### config.mk
export PLATFORM = sky130hd
export DESIGN_NAME = sync_shift_port
export DESIGN_NICKNAME = d
export VERILOG_FILES = /design/src/rtl/ssp_pkg.sv /design/src/rtl/ssp_phase_decode.sv /design/src/rtl/ssp_ctrl_regs.sv /design/src/rtl/ssp_shift_engine.sv /design/src/rtl/sync_shift_port.sv
export SDC_FILE = /design/constraint.sdc
export NUM_CORES = 1
export LEC_CHECK = 0
export ABC_AREA = 1
export BUFFER_PORTS_ARGS = -buffer_cell sky130_fd_sc_hd__buf_2
export CELL_PAD_IN_SITES_DETAIL_PLACEMENT = 1
export CELL_PAD_IN_SITES_GLOBAL_PLACEMENT = 2
export CORE_ASPECT_RATIO = 1.1
export CORE_UTILIZATION = 28
export CTS_CLUSTER_SIZE = 10
export DETAILED_ROUTE_END_ITERATION = 10
export GPL_ROUTABILITY_DRIVEN = 1
export GPL_TIMING_DRIVEN = 0
export MAX_ROUTING_LAYER = met4
export PLACE_DENSITY_LB_ADDON = 0.15
export SLEW_MARGIN = 20
export SYNTH_ARGS = -nofsm -noshare
export SYNTH_HDL_FRONTEND = slang
export SYNTH_SLANG_ARGS = --single-unit
### constraint.sdc
create_clock -name clk -period 1.35 [get_ports clk]
set_input_delay 0.2025 -clock clk [delete_from_list [all_inputs] [get_ports clk]]
set_output_delay 0.2025 -clock clk [all_outputs]
set_load 0.02 [all_outputs]
### src/rtl/ssp_pkg.sv
package ssp_pkg;

    typedef enum logic [2:0] {
        ST_IDLE,
        ST_TX_ALIGN,
        ST_TX_SHIFT,
        ST_RX_ALIGN,
        ST_RX_SHIFT
    } ssp_state_t;

    // control register bit positions (decoded by software)
    localparam int unsigned CTL_RX_DONE = 0;
    localparam int unsigned CTL_TX_DONE = 1;
    localparam int unsigned CTL_RX9     = 2;
    localparam int unsigned CTL_TX9     = 3;
    localparam int unsigned CTL_RX_EN   = 4;
    localparam int unsigned CTL_MPC     = 5;

    localparam logic ADDR_CTL = 1'b0;
    localparam logic ADDR_BUF = 1'b1;

endpackage

### src/rtl/ssp_phase_decode.sv
module ssp_phase_decode #(
    parameter int unsigned PHASES  = 12,
    parameter int unsigned FALL_AT = 3,
    parameter int unsigned RISE_AT = 9,
    localparam int unsigned PW     = $clog2(PHASES)
) (
    input  logic          clk,
    input  logic          rst,
    input  logic [PW-1:0] osc_phase,
    output logic          fall_stb,
    output logic          rise_stb,
    output logic          last_stb
);

    always_comb begin
        fall_stb = (osc_phase == PW'(FALL_AT));
        rise_stb = (osc_phase == PW'(RISE_AT));
        last_stb = (osc_phase == PW'(PHASES - 1));
    end

    // phase input must stay inside one machine cycle
    assert_phase_range_R4: assert property (@(posedge clk) disable iff (rst)
        osc_phase < PW'(PHASES));

endmodule

### src/rtl/ssp_ctrl_regs.sv
module ssp_ctrl_regs
    import ssp_pkg::*;
#(
    parameter int unsigned W = 8
) (
    input  logic         clk,
    input  logic         rst,
    input  logic         wr_en,
    input  logic         wr_addr,
    input  logic [W-1:0] wr_data,
    input  logic         rd_addr,
    output logic [W-1:0] rd_data,
    input  logic         set_tx_done,
    input  logic         set_rx_done,
    input  logic [W-1:0] rx_byte,
    output logic         rx_en,
    output logic         rx_done,
    output logic         buf_wr
);

    logic [W-1:0] ctl_q, ctl_d, rxb_q;

    always_comb begin
        ctl_d = ctl_q;
        if (wr_en && wr_addr == ADDR_CTL) ctl_d = wr_data;
        // hardware setting of a flag wins over a software clear
        if (set_tx_done) ctl_d[CTL_TX_DONE] = 1'b1;
        if (set_rx_done) ctl_d[CTL_RX_DONE] = 1'b1;
    end

    always_ff @(posedge clk) begin
        if (rst) begin
            ctl_q <= '0;
            rxb_q <= '0;
        end else begin
            ctl_q <= ctl_d;
            if (set_rx_done) rxb_q <= rx_byte;
        end
    end

    always_comb begin
        rx_en   = ctl_q[CTL_RX_EN];
        rx_done = ctl_q[CTL_RX_DONE];
        buf_wr  = wr_en && (wr_addr == ADDR_BUF);
        rd_data = (rd_addr == ADDR_BUF) ? rxb_q : ctl_q;
    end

    assert_tx_flag_R6: assert property (@(posedge clk) disable iff (rst)
        set_tx_done |=> ctl_q[CTL_TX_DONE]);

    assert_rx_flag_R9: assert property (@(posedge clk) disable iff (rst)
        set_rx_done |=> (ctl_q[CTL_RX_DONE] && rxb_q == $past(rx_byte)));

endmodule

### src/rtl/ssp_shift_engine.sv
module ssp_shift_engine
    import ssp_pkg::*;
#(
    parameter int unsigned W = 8
) (
    input  logic         clk,
    input  logic         rst,
    input  logic         fall_stb,
    input  logic         rise_stb,
    input  logic         last_stb,
    input  logic         start_tx,
    input  logic [W-1:0] tx_byte,
    input  logic         rx_ok,
    input  logic         data_in,
    output logic         sclk,
    output logic         data_out,
    output logic         data_oe,
    output logic         set_tx_done,
    output logic         set_rx_done,
    output logic [W-1:0] rx_byte
);

    localparam int unsigned CW = $clog2(W + 1);
    localparam logic [CW-1:0] CNT_FULL = CW'(W);

    ssp_state_t    state_q, state_d;
    logic [W-1:0]  tx_sr, rx_sr;
    logic [CW-1:0] cnt_q;
    logic          bits_done;

    assign bits_done = (cnt_q == CNT_FULL);

    // state register
    always_ff @(posedge clk) begin
        if (rst) state_q <= ST_IDLE;
        else     state_q <= state_d;
    end

    // next state and completion pulses
    always_comb begin
        state_d     = state_q;
        set_tx_done = 1'b0;
        set_rx_done = 1'b0;
        unique case (state_q)
            ST_IDLE: begin
                if (start_tx)   state_d = ST_TX_ALIGN;
                else if (rx_ok) state_d = ST_RX_ALIGN;
            end
            ST_TX_ALIGN: if (last_stb) state_d = ST_TX_SHIFT;
            ST_TX_SHIFT: if (last_stb && bits_done) begin
                state_d     = ST_IDLE;
                set_tx_done = 1'b1;
            end
            ST_RX_ALIGN: if (last_stb) state_d = ST_RX_SHIFT;
            ST_RX_SHIFT: if (last_stb && bits_done) begin
                state_d     = ST_IDLE;
                set_rx_done = 1'b1;
            end
            default: state_d = ST_IDLE;
        endcase
    end

    // registered outputs and shift paths
    always_ff @(posedge clk) begin
        if (rst) begin
            sclk     <= 1'b1;
            data_out <= 1'b1;
            data_oe  <= 1'b0;
            tx_sr    <= '0;
            rx_sr    <= '0;
            cnt_q    <= '0;
        end else begin
            unique case (state_q)
                ST_IDLE: begin
                    sclk     <= 1'b1;
                    data_out <= 1'b1;
                    data_oe  <= 1'b0;
                    cnt_q    <= '0;
                    if (start_tx) tx_sr <= tx_byte;
                end
                ST_TX_ALIGN: begin
                    if (last_stb) begin
                        data_out <= tx_sr[0];
                        data_oe  <= 1'b1;
                        tx_sr    <= tx_sr >> 1;
                    end
                end
                ST_TX_SHIFT: begin
                    if (fall_stb) sclk <= 1'b0;
                    if (rise_stb) begin
                        sclk  <= 1'b1;
                        cnt_q <= cnt_q + 1'b1;
                    end
                    if (last_stb) begin
                        if (bits_done) begin
                            data_out <= 1'b1;
                            data_oe  <= 1'b0;
                            cnt_q    <= '0;
                        end else begin
                            data_out <= tx_sr[0];
                            tx_sr    <= tx_sr >> 1;
                        end
                    end
                end
                ST_RX_ALIGN: begin
                    cnt_q <= '0;
                end
                ST_RX_SHIFT: begin
                    if (fall_stb) sclk <= 1'b0;
                    if (rise_stb) begin
                        sclk  <= 1'b1;
                        cnt_q <= cnt_q + 1'b1;
                        rx_sr <= {data_in, rx_sr[W-1:1]};
                    end
                    if (last_stb && bits_done) cnt_q <= '0;
                end
                default: begin
                    sclk    <= 1'b1;
                    data_oe <= 1'b0;
                end
            endcase
        end
    end

    assign rx_byte = rx_sr;

    assert_sclk_edges_R4: assert property (@(posedge clk) disable iff (rst)
        !$stable(sclk) |-> $past(fall_stb || rise_stb));

    assert_idle_high_R4: assert property (@(posedge clk) disable iff (rst)
        (state_q == ST_IDLE) |-> sclk);

    assert_cnt_range_R4: assert property (@(posedge clk) disable iff (rst)
        cnt_q <= CNT_FULL);

    assert_oe_tx_only_R3: assert property (@(posedge clk) disable iff (rst)
        data_oe |-> (state_q == ST_TX_SHIFT));

    assert_data_setup_R5: assert property (@(posedge clk) disable iff (rst)
        !$stable(data_out) |-> $past(last_stb));

    assert_busy_ignore_R7: assert property (@(posedge clk) disable iff (rst)
        (start_tx && state_q == ST_TX_SHIFT && !last_stb) |=> (tx_sr == $past(tx_sr)));

endmodule

### src/rtl/sync_shift_port.sv
module sync_shift_port #(
    parameter int unsigned DATA_W  = 8,
    parameter int unsigned PHASES  = 12,
    parameter int unsigned FALL_AT = 3,
    parameter int unsigned RISE_AT = 9,
    localparam int unsigned PW     = $clog2(PHASES)
) (
    input  logic              clk,
    input  logic              rst,
    input  logic [PW-1:0]     osc_phase,
    input  logic              wr_en,
    input  logic              wr_addr,
    input  logic [DATA_W-1:0] wr_data,
    input  logic              rd_addr,
    output logic [DATA_W-1:0] rd_data,
    output logic              sclk,
    output logic              data_out,
    output logic              data_oe,
    input  logic              data_in
);

    logic fall_stb, rise_stb, last_stb;
    logic set_tx_done, set_rx_done;
    logic rx_en, rx_done, buf_wr;
    logic [DATA_W-1:0] rx_byte;

    ssp_phase_decode #(
        .PHASES (PHASES),
        .FALL_AT(FALL_AT),
        .RISE_AT(RISE_AT)
    ) u_phase (
        .clk      (clk),
        .rst      (rst),
        .osc_phase(osc_phase),
        .fall_stb (fall_stb),
        .rise_stb (rise_stb),
        .last_stb (last_stb)
    );

    ssp_ctrl_regs #(.W(DATA_W)) u_regs (
        .clk        (clk),
        .rst        (rst),
        .wr_en      (wr_en),
        .wr_addr    (wr_addr),
        .wr_data    (wr_data),
        .rd_addr    (rd_addr),
        .rd_data    (rd_data),
        .set_tx_done(set_tx_done),
        .set_rx_done(set_rx_done),
        .rx_byte    (rx_byte),
        .rx_en      (rx_en),
        .rx_done    (rx_done),
        .buf_wr     (buf_wr)
    );

    ssp_shift_engine #(.W(DATA_W)) u_engine (
        .clk        (clk),
        .rst        (rst),
        .fall_stb   (fall_stb),
        .rise_stb   (rise_stb),
        .last_stb   (last_stb),
        .start_tx   (buf_wr),
        .tx_byte    (wr_data),
        .rx_ok      (rx_en && !rx_done),
        .data_in    (data_in),
        .sclk       (sclk),
        .data_out   (data_out),
        .data_oe    (data_oe),
        .set_tx_done(set_tx_done),
        .set_rx_done(set_rx_done),
        .rx_byte    (rx_byte)
    );

endmodule

* Yosys cells after proc, flatten, opt, wreduce, memory -nomap -nowiden
Cells that the tools add are included.
** Storage, ports and cells
- Register bits after elaboration :: 42
- Input port bits :: 18
- Output and inout port bits :: 11
- Logic and storage cells :: 86
** Cells by class
- $add $sub $neg :: 1
- Equality and inequality tests :: 17
- Multiplexer cells :: 34
- Bitwise operators :: 3
- Reductions and logical operators :: 20
** Operators with widths (count)
- two-way mux 8 bit :: 5
- one-hot mux 8 bit (3 select lines) :: 1
- two-way mux 4 bit :: 4
- two-way mux 3 bit :: 5
- two-way mux 1 bit :: 13
- == test 4 bit (second input constant) :: 3
- one-hot mux 3 bit (4 select lines) :: 1
- one-hot mux 4 bit (3 select lines) :: 1
- inequality test 2 x 1 -> 1 bit (second input constant) :: 5
- AND reduction 4 bit :: 2
- OR reduction 2 bit :: 4
- == test 3 x 2 -> 1 bit (second input constant) :: 2
- one-hot mux 1 bit (3 select lines) :: 2
- nonzero test 3 bit :: 2
- AND reduction 5 bit :: 1
- adder 4 x 1 -> 4 bit (second input constant) :: 1
- == test 4 x 2 -> 1 bit (second input constant) :: 1
- logical AND 1 bit :: 4
- inequality test 2 bit (second input constant) :: 2
- AND reduction 2 bit :: 2
- nonzero test 2 bit :: 2
- == test 3 x 1 -> 1 bit (second input constant) :: 1
- == test 3 bit (second input constant) :: 1
- logical NOT 3 bit :: 1
- 7 further kinds :: 9

* Longest topological paths before layout
Gate-level depths: netlist of the first run.
- Depth after elaboration :: 5
- Depth in mapped cells :: 10
- Depth with buffers taken out :: 10

* Modules after synthesis
A second synthesis of the first run with hierarchy kept.
** Second synthesis, totals
- Cell total of the unflattened synthesis :: 327
- Area, all modules :: 2130.8 um^2
** By module, submodules not included
- ssp_shift_engine :: instances 1, cells an instance 225, area each 1403.8 um^2, sequential area each 520.5 um^2
- ssp_ctrl_regs :: instances 1, cells an instance 90, area each 674.4 um^2, sequential area each 320.3 um^2
- ssp_phase_decode :: instances 1, cells an instance 10, area each 42.5 um^2, sequential area each 0.0 um^2
- sync_shift_port :: instances 1, cells an instance 2, area each 10.0 um^2, sequential area each 0.0 um^2

* Least setup slack after synthesis of the first run
OpenSTA, ideal clock, no wires.
- Path type :: register to register
- Start point :: reg u_engine.cnt_q[0]
- End point :: reg u_engine.tx_sr[5]
- Library setup time :: 0.112 ns
- Arrival :: 1.278 ns
- Data required time :: 1.238 ns
- Path slack :: -0.039 ns
- Cell stages (with the launch flop) :: 10
- Buffers on the path :: 1
- Clock period less this slack :: 1.389 ns
- Path through :: dfxtp_1 inv_1 ha_1 nand3_1 nor2_2 nor2_4 nand3_4 buf_12 nor2_2 nor2_2
** Between the ends
- Word-level cells in the longest chain between the ends :: 3
** RTL lines
- from (decl) :: line ssp_shift_engine.sv:28 : logic [CW-1:0] cnt_q;
- from (signal assigned) :: line ssp_shift_engine.sv:92 : cnt_q <= cnt_q + 1'b1;
- from (signal assigned) :: line ssp_shift_engine.sv:112 : cnt_q <= cnt_q + 1'b1;
- == test 4 bit :: line ssp_shift_engine.sv:31 : assign bits_done = (cnt_q == CNT_FULL);
- inequality test 2 bit (no source line)
- AND reduction 5 bit (no source line)
- to (signal assigned) :: line ssp_shift_engine.sv:79 : if (start_tx) tx_sr <= tx_byte;
- to (signal assigned) :: line ssp_shift_engine.sv:85 : tx_sr <= tx_sr >> 1;
- to (signal assigned) :: line ssp_shift_engine.sv:101 : tx_sr <= tx_sr >> 1;
- to (decl) :: line ssp_shift_engine.sv:27 : logic [W-1:0] tx_sr, rx_sr;
Every way passes these cells.
A chain may end at the register's enable or synchronous reset.

* Worst setup path in the final report of the first run
- Start point :: reg u_engine.cnt_q[0]
- End point :: reg u_regs.rxb_q[6]
** Between the ends
- Word-level cells in the longest chain between the ends :: 4
** RTL lines
- == test 4 bit :: line ssp_shift_engine.sv:31
- logical AND 1 bit :: line ssp_shift_engine.sv:55 : ST_RX_SHIFT: if (last_stb && bits_done) begin
- two-way mux 1 bit :: line ssp_shift_engine.sv:55
- two-way mux 1 bit :: line ssp_shift_engine.sv:44 : unique case (state_q)
- to (signal assigned) :: line ssp_ctrl_regs.sv:37 : if (set_rx_done) rxb_q <= rx_byte;
- to (decl) :: line ssp_ctrl_regs.sv:21 : logic [W-1:0] ctl_q, ctl_d, rxb_q;
Every way passes these cells.

==> results of run 1 <==
[metal layers]
metal	vias to the layer above	part of all wire	GRT usage
li1	1135	-	-
met2	16	0.49	0.286
met3	6	0.016	0.0315
met5	-	0	-
met1	1016	0.48	0.206
met4	0	0.013	0.0583
[where the power goes]
group,switching [uW],internal [uW],leakage [uW]
Clock,489,364,0.0000441
Combinational,2040,1510,0.000982
Sequential,182,1470,0.000346
[what timing repair did]
item,CTS,global route
resized for setup,33,36
setup endpoints to repair,35,30
cloned,2,0
pin swaps,7,7
hold buffers,0,0
setup buffers,17,3
[registers in the layout, indices dropped and copies added (netlist names), 3 cells and up, named ones only]
signal	flops
u_engine.tx_sr	8
u_engine.rx_byte	8
u_engine.state_q	3
u_regs.rxb_q	8
u_engine.cnt_q	3
u_regs.ctl_q	8
[logic make-up after synthesis]
family,Yosys count,synth area share
fa+ha+maj,2,0.0114
buf+inv,58,0.113
flops,42,0.382
compound gates,56,0.129
simple gates,169,0.365
[Yosys cell counts (all sizes together)]
cell type	n
dfxtp	42
inv	47
nor3	2
nand2	75
nand4	7
ha	2
clkbuf	5
a21oi	24
buf	6
or2	1
nand3	19
nor2	65
o21ai	32
[final cells by class]
cell class,instances,area [sq um]
tap,105,131
inverter,47,184
sequential,42,855
fill,976,4570
multi-input combinational,227,1270
clock inverter,3,21.3
timing repair buffer,48,325
clock buffer,5,68.8
buffer,11,88.8
[stage by stage]
stage,setup WS (ps),instances,area (sq um)
finish,-30.9,488,2940
global route,-97.3,488,2940
CTS,-10.0,485,2830
detailed placement,-271,458,2460
global placement,-270,458,2460
floorplan,1.70,327,2200
[worst max-delay path, stage by stage, from the launching register on]
cell and delay, ps:
dfxtp_2 330, inv_2 70, ha_4 170, nand2_4 60, nor2_4 100, nand2_2 80
inv_2 110, nand2_4 80, buf_6 140, o21ai_2 100, a21oi_1 50
[worst paths after layout]
kind | from | to | slack, ps | depth (start not counted)
max | u_engine.cnt_q[0] | u_regs.rxb_q[6] | -30 | 10
min | data_in | u_engine.rx_byte[7] | 120 | 3
max reg2reg | u_engine.cnt_q[0] | u_regs.rxb_q[6] | -30 | 10
min reg2reg | u_regs.rxb_q[4] | u_regs.rxb_q[4] | 460 | 2
==> flow_summary.json, run 1 <==
{
  "grt_pass1_vias": 2159,
  "path_max_fanout": 7,
  "die_w_um": 86.5,
  "numClockSinks": 42,
  "antenna_found_initial": 0,
  "area_growth_pct": 33.7,
  "finalPower_uw": 6050,
  "crit_type": "reg -> reg",
  "period_share": 1.02,
  "drt_first_pass_iters": 2,
  "cts_root_buffer": "clkbuf_8",
  "final.setup_skew_ps": 3.38,
  "finish.utilization": 0.392,
  "row_count": 33,
  "setup_viol": 12,
  "insertedDiodeCount": 0,
  "syn-num-nets": 347,
  "die_height_um": 95.0,
  "setup_slack_ps": -30.9,
  "wirelength_um": 6370,
  "critPathLaunchType": "register",
  "synth_cells": 327,
  "clockBufferDepth": 2,
  "io_pins": 29,
  "worstPathRequired_ps": 1550,
  "end_kind": "register",
  "grtUsageTotal": 0.171,
  "wl_per_cell_um": 13.1,
  "drive_gt1_frac": 0.355,
  "hold_class": "in -> reg",
  "first_iter_violations": 62,
  "numCtsBuffers": 5,
  "synth_area_leaders": "dfxtp_1 (38%), nand2_1 (11%), nor2_1 (8.7%)",
  "p_per_area_mw_per_mm2": 2060,
  "antenna_left": 0,
  "postSynthAreaPerCell_sq_um": 6.73,
  "min_period_ps": 1380,
  "yosys_warnings": 0,
  "clock_latency_ps": 300,
  "ir_drop_v": 0.000517,
  "synth_seq_cells": 42,
  "cts_tree": "built",
  "finalNetCount": 402,
  "globalplace.congestion": 0.796,
  "synth.top_cell.area_share": 0.382,
  "dp.final_hpwl_um": 4510,
  "final_common_cell": "nand2_1",
  "start_util": 0.293,
  "tightest_slew_ps": 444,
  "layout_common_cells": "nand2_1 (51), nor2_1 (46), inv_1 (37)",
  "status": "complete, but fails checks",
  "whs_ps": 117,
  "vias": 2173,
  "drv_slew": 0,
  "leakagePower_uw": 0.00137,
  "fmax_mhz": 724,
  "rsz0062_at_grt": "yes",
  "synth_cell_type_count": 26,
  "routed_via_density": 4.45,
  "hold_viol_final": 0,
  "core-area_sq_mm": 0.00751,
  "overflow": 0,
  "htreeDepth": 2,
  "cap_violations": 0,
  "synth_area_sq_mm": 0.00220,
  "failed_checks": "negative setup slack",
  "grt_pass1_wl_um": 10400,
  "grt_max_degree": 15,
  "slew-limit-headroom": 0.704,
  "drc_errors": 0,
  "yosysSeqAreaShare": 0.382,
  "io_buffers": 26,
  "dieArea_sq_mm": 0.00822,
  "tns_ps": -128,
  "clk_pin_slew_ps": 90,
  "arrival_ps": 1580,
  "synth_top_cell_by_area": "dfxtp_1"
}
No activity file was read; power rests on OpenSTA's default activity.
==> run 2, diff against run 1 <==
ABC_AREA = not set   (was 1)
CORE_UTILIZATION = 32   (was 28)
==> run 2 against run 1 <==
The run still ends with negative setup slack left. Core utilization up 4.3 points. Critical path depth down 5. Via count down 2.3%. Global-route usage up 3.0 points.
==> flow_summary.json, run 2 <==
{
  "row_count": 31,
  "drc_errors": 0,
  "rsz0062_at_grt": "yes",
  "synthArstFlopShare": 0,
  "drt_first_pass_iters": 4,
  "path_cells": "or3b_4, nor3_4, buf_4, mux2i_1, nor2_1",
  "fmax_mhz": 645,
  "wirelength_um": 6880,
  "p_per_area_mw_per_mm2": 892,
  "critPathLaunchType": "register",
  "antenna_found_initial": 0,
  "regToRegSetupSlack_ps": -200,
  "layout_common_cells": "dfxtp_1 (37), buf_2 (29), a21oi_1 (27)",
  "hold_class": "in -> reg",
  "grt_pass1_vias": 2175,
  "yosysMostFrequentCell": "dfxtp_1",
  "final.setup_skew_ps": 7.18,
  "slew-limit-headroom": 0.563,
  "yosysSeqAreaShare": 0.369,
  "dpl_worst_slack_ps": -478,
  "wl_met1_um": 3170,
  "cts_root_buffer": "clkbuf_8",
  "min_period_ps": 1550,
  "end_kind": "register",
  "routed_via_density": 5.51,
  "clk_pin_slew_ps": 90,
  "tns_ps": -3330,
  "finalNetCount": 322,
  "core-area_sq_mm": 0.00675,
  "overflow": 0,
  "clockBufferDepth": 2,
  "grt_pass1_wl_um": 11100,
  "synth_seq_cells": 42,
  "io_pins": 29,
  "die_w_um": 82.5,
  "cts_tree": "built",
  "setup_slack_ps": -201,
  "ir_drop_v": 0.000383,
  "synth_area_leaders": "dfxtp_1 (37%), a21oi_1 (7.0%), nand2_1 (4.3%)",
  "path_max_fanout": 8,
  "vias": 2122,
  "wl_per_cell_um": 17.9,
  "leakagePower_uw": 0.00107,
  "synth_top_cell_by_area": "dfxtp_1",
  "final_common_cell": "dfxtp_1",
  "grt_max_degree": 14,
  "period_share": 1.15,
  "synth_cells": 255,
  "synth.top_cell.area_share": 0.369,
  "netlist_top_cells_count": "dfxtp_1 (42), a21oi_1 (32), nand2_1 (26)",
  "numClockSinks": 42,
  "n_fill_cell": 786,
  "die_height_um": 90.5,
  "synth_area_sq_mm": 0.00228,
  "yosys_warnings": 0,
  "route.met3.wl_um": 186,
  "status": "complete, but fails checks",
  "postSynthAreaPerCell_sq_um": 8.94,
  "dp.final_hpwl_um": 4760,
  "io_buffers": 26,
  "synth_cell_type_count": 54,
  "slowest_stage": "or3b_4",
  "start_util": 0.338,
  "synth_edf_count": 0,
  "grtUsageTotal": 0.201,
  "syn-num-nets": 275,
  "top_layer": "met4",
  "worstPathRequired_ps": 1530,
  "htreeDepth": 2,
  "antenna_left": 0,
  "numCtsBuffers": 5,
  "drive_gt1_frac": 0.389,
  "failed_checks": "negative setup slack",
  "arrival_ps": 1730,
  "globalplace.congestion": 0.783,
  "drv_slew": 0,
  "hold_viol_final": 0,
  "area_growth_pct": 28.6,
  "clock_latency_ps": 310,
  "wl_met2_um": 3400,
  "cap_violations": 0,
  "first_iter_violations": 99,
  "setup_viol": 24,
  "crit_type": "reg -> reg",
  "tightest_slew_ps": 655,
  "critPathMaxStageDelay_ps": 410,
  "insertedDiodeCount": 0,
  "synthFlopType": "dfxtp_1",
  "dieArea_sq_mm": 0.00747
}
run 2: layout make-up:
| class | count | area (sq um) | area share |
|---|---|---|---|
| Inverter | 6 | 25.0 | 0.00853 |
| Timing Repair Buffer | 43 | 282 | 0.0960 |
| Sequential cell | 42 | 857 | 0.292 |
| Multi-Input combinational cell | 186 | 1450 | 0.495 |
| Clock buffer | 6 | 82.6 | 0.0282 |
| Clock inverter | 2 | 12.5 | 0.00427 |
| Buffer | 18 | 120 | 0.0410 |
| Tap cell | 82 | 103 | 0.0350 |
run 2: layer usage:
layer | GRT usage | vias up
met5 | - | -
li1 | - | 1029
met2 | 0.331 | 30
met4 | 0.0570 | 0
met1 | 0.250 | 1055
met3 | 0.0303 | 8
run 2: report_power, final:
group          total, uW  internal, uW  leakage, uW  switching, uW
Combinational        436           183     0.000679            253
Sequential          1300          1270     0.000344           28.7
Clock                884           412    0.0000472            473
run 2: cells by family (layout without fill, tap and decap cells):
group,count (synthesis),count (layout),share of synthesized area
simple gates,95,95,0.265
compound gates,68,68,0.195
flops,42,42,0.369
buf+inv,27,75,0.0620
mux,17,17,0.0790
fa+ha+maj,3,3,0.0154
xor+xnor,3,3,0.0148
run 2: critical path, delay by kind of cell, from the launching register on:
family        cells  cell delay (ps)
flops             1              390
simple gates      3              640
mux               1              190
buf+inv           1              200
run 2: repair_timing:
| item | in CTS | in global routing |
|---|---|---|
| hold buffers | 0 | 0 |
| setup endpoints to repair | 33 | 43 |
| buffers inserted | 14 | 2 |
| gates cloned | 0 | 1 |
| gates resized for setup | 22 | 29 |
| pin swaps | 14 | 15 |
run 2: worst paths after layout:
kind                        from  cells after the start         endpoint
min                   wr_data[6]                      3  u_regs.ctl_q[6]
min reg2reg      u_regs.ctl_q[3]                      2  u_regs.ctl_q[3]
max reg2reg  u_engine.state_q[0]                      5  u_regs.rxb_q[1]
max          u_engine.state_q[0]                      5  u_regs.rxb_q[1]
run 2: per-stage QoR:
stage                     hold WS (ps)  area, sq um   util  power [uW]  std cells
after global placement             445         2530  0.375        1710        363
final                              143         2930  0.435        2620        385
after global routing               157         2930  0.435        2740        385
after CTS                          146         2830  0.419        2630        383
after detailed placement           444         2530  0.375        1710        363
after floorplan                    338         2300      -        1590        255
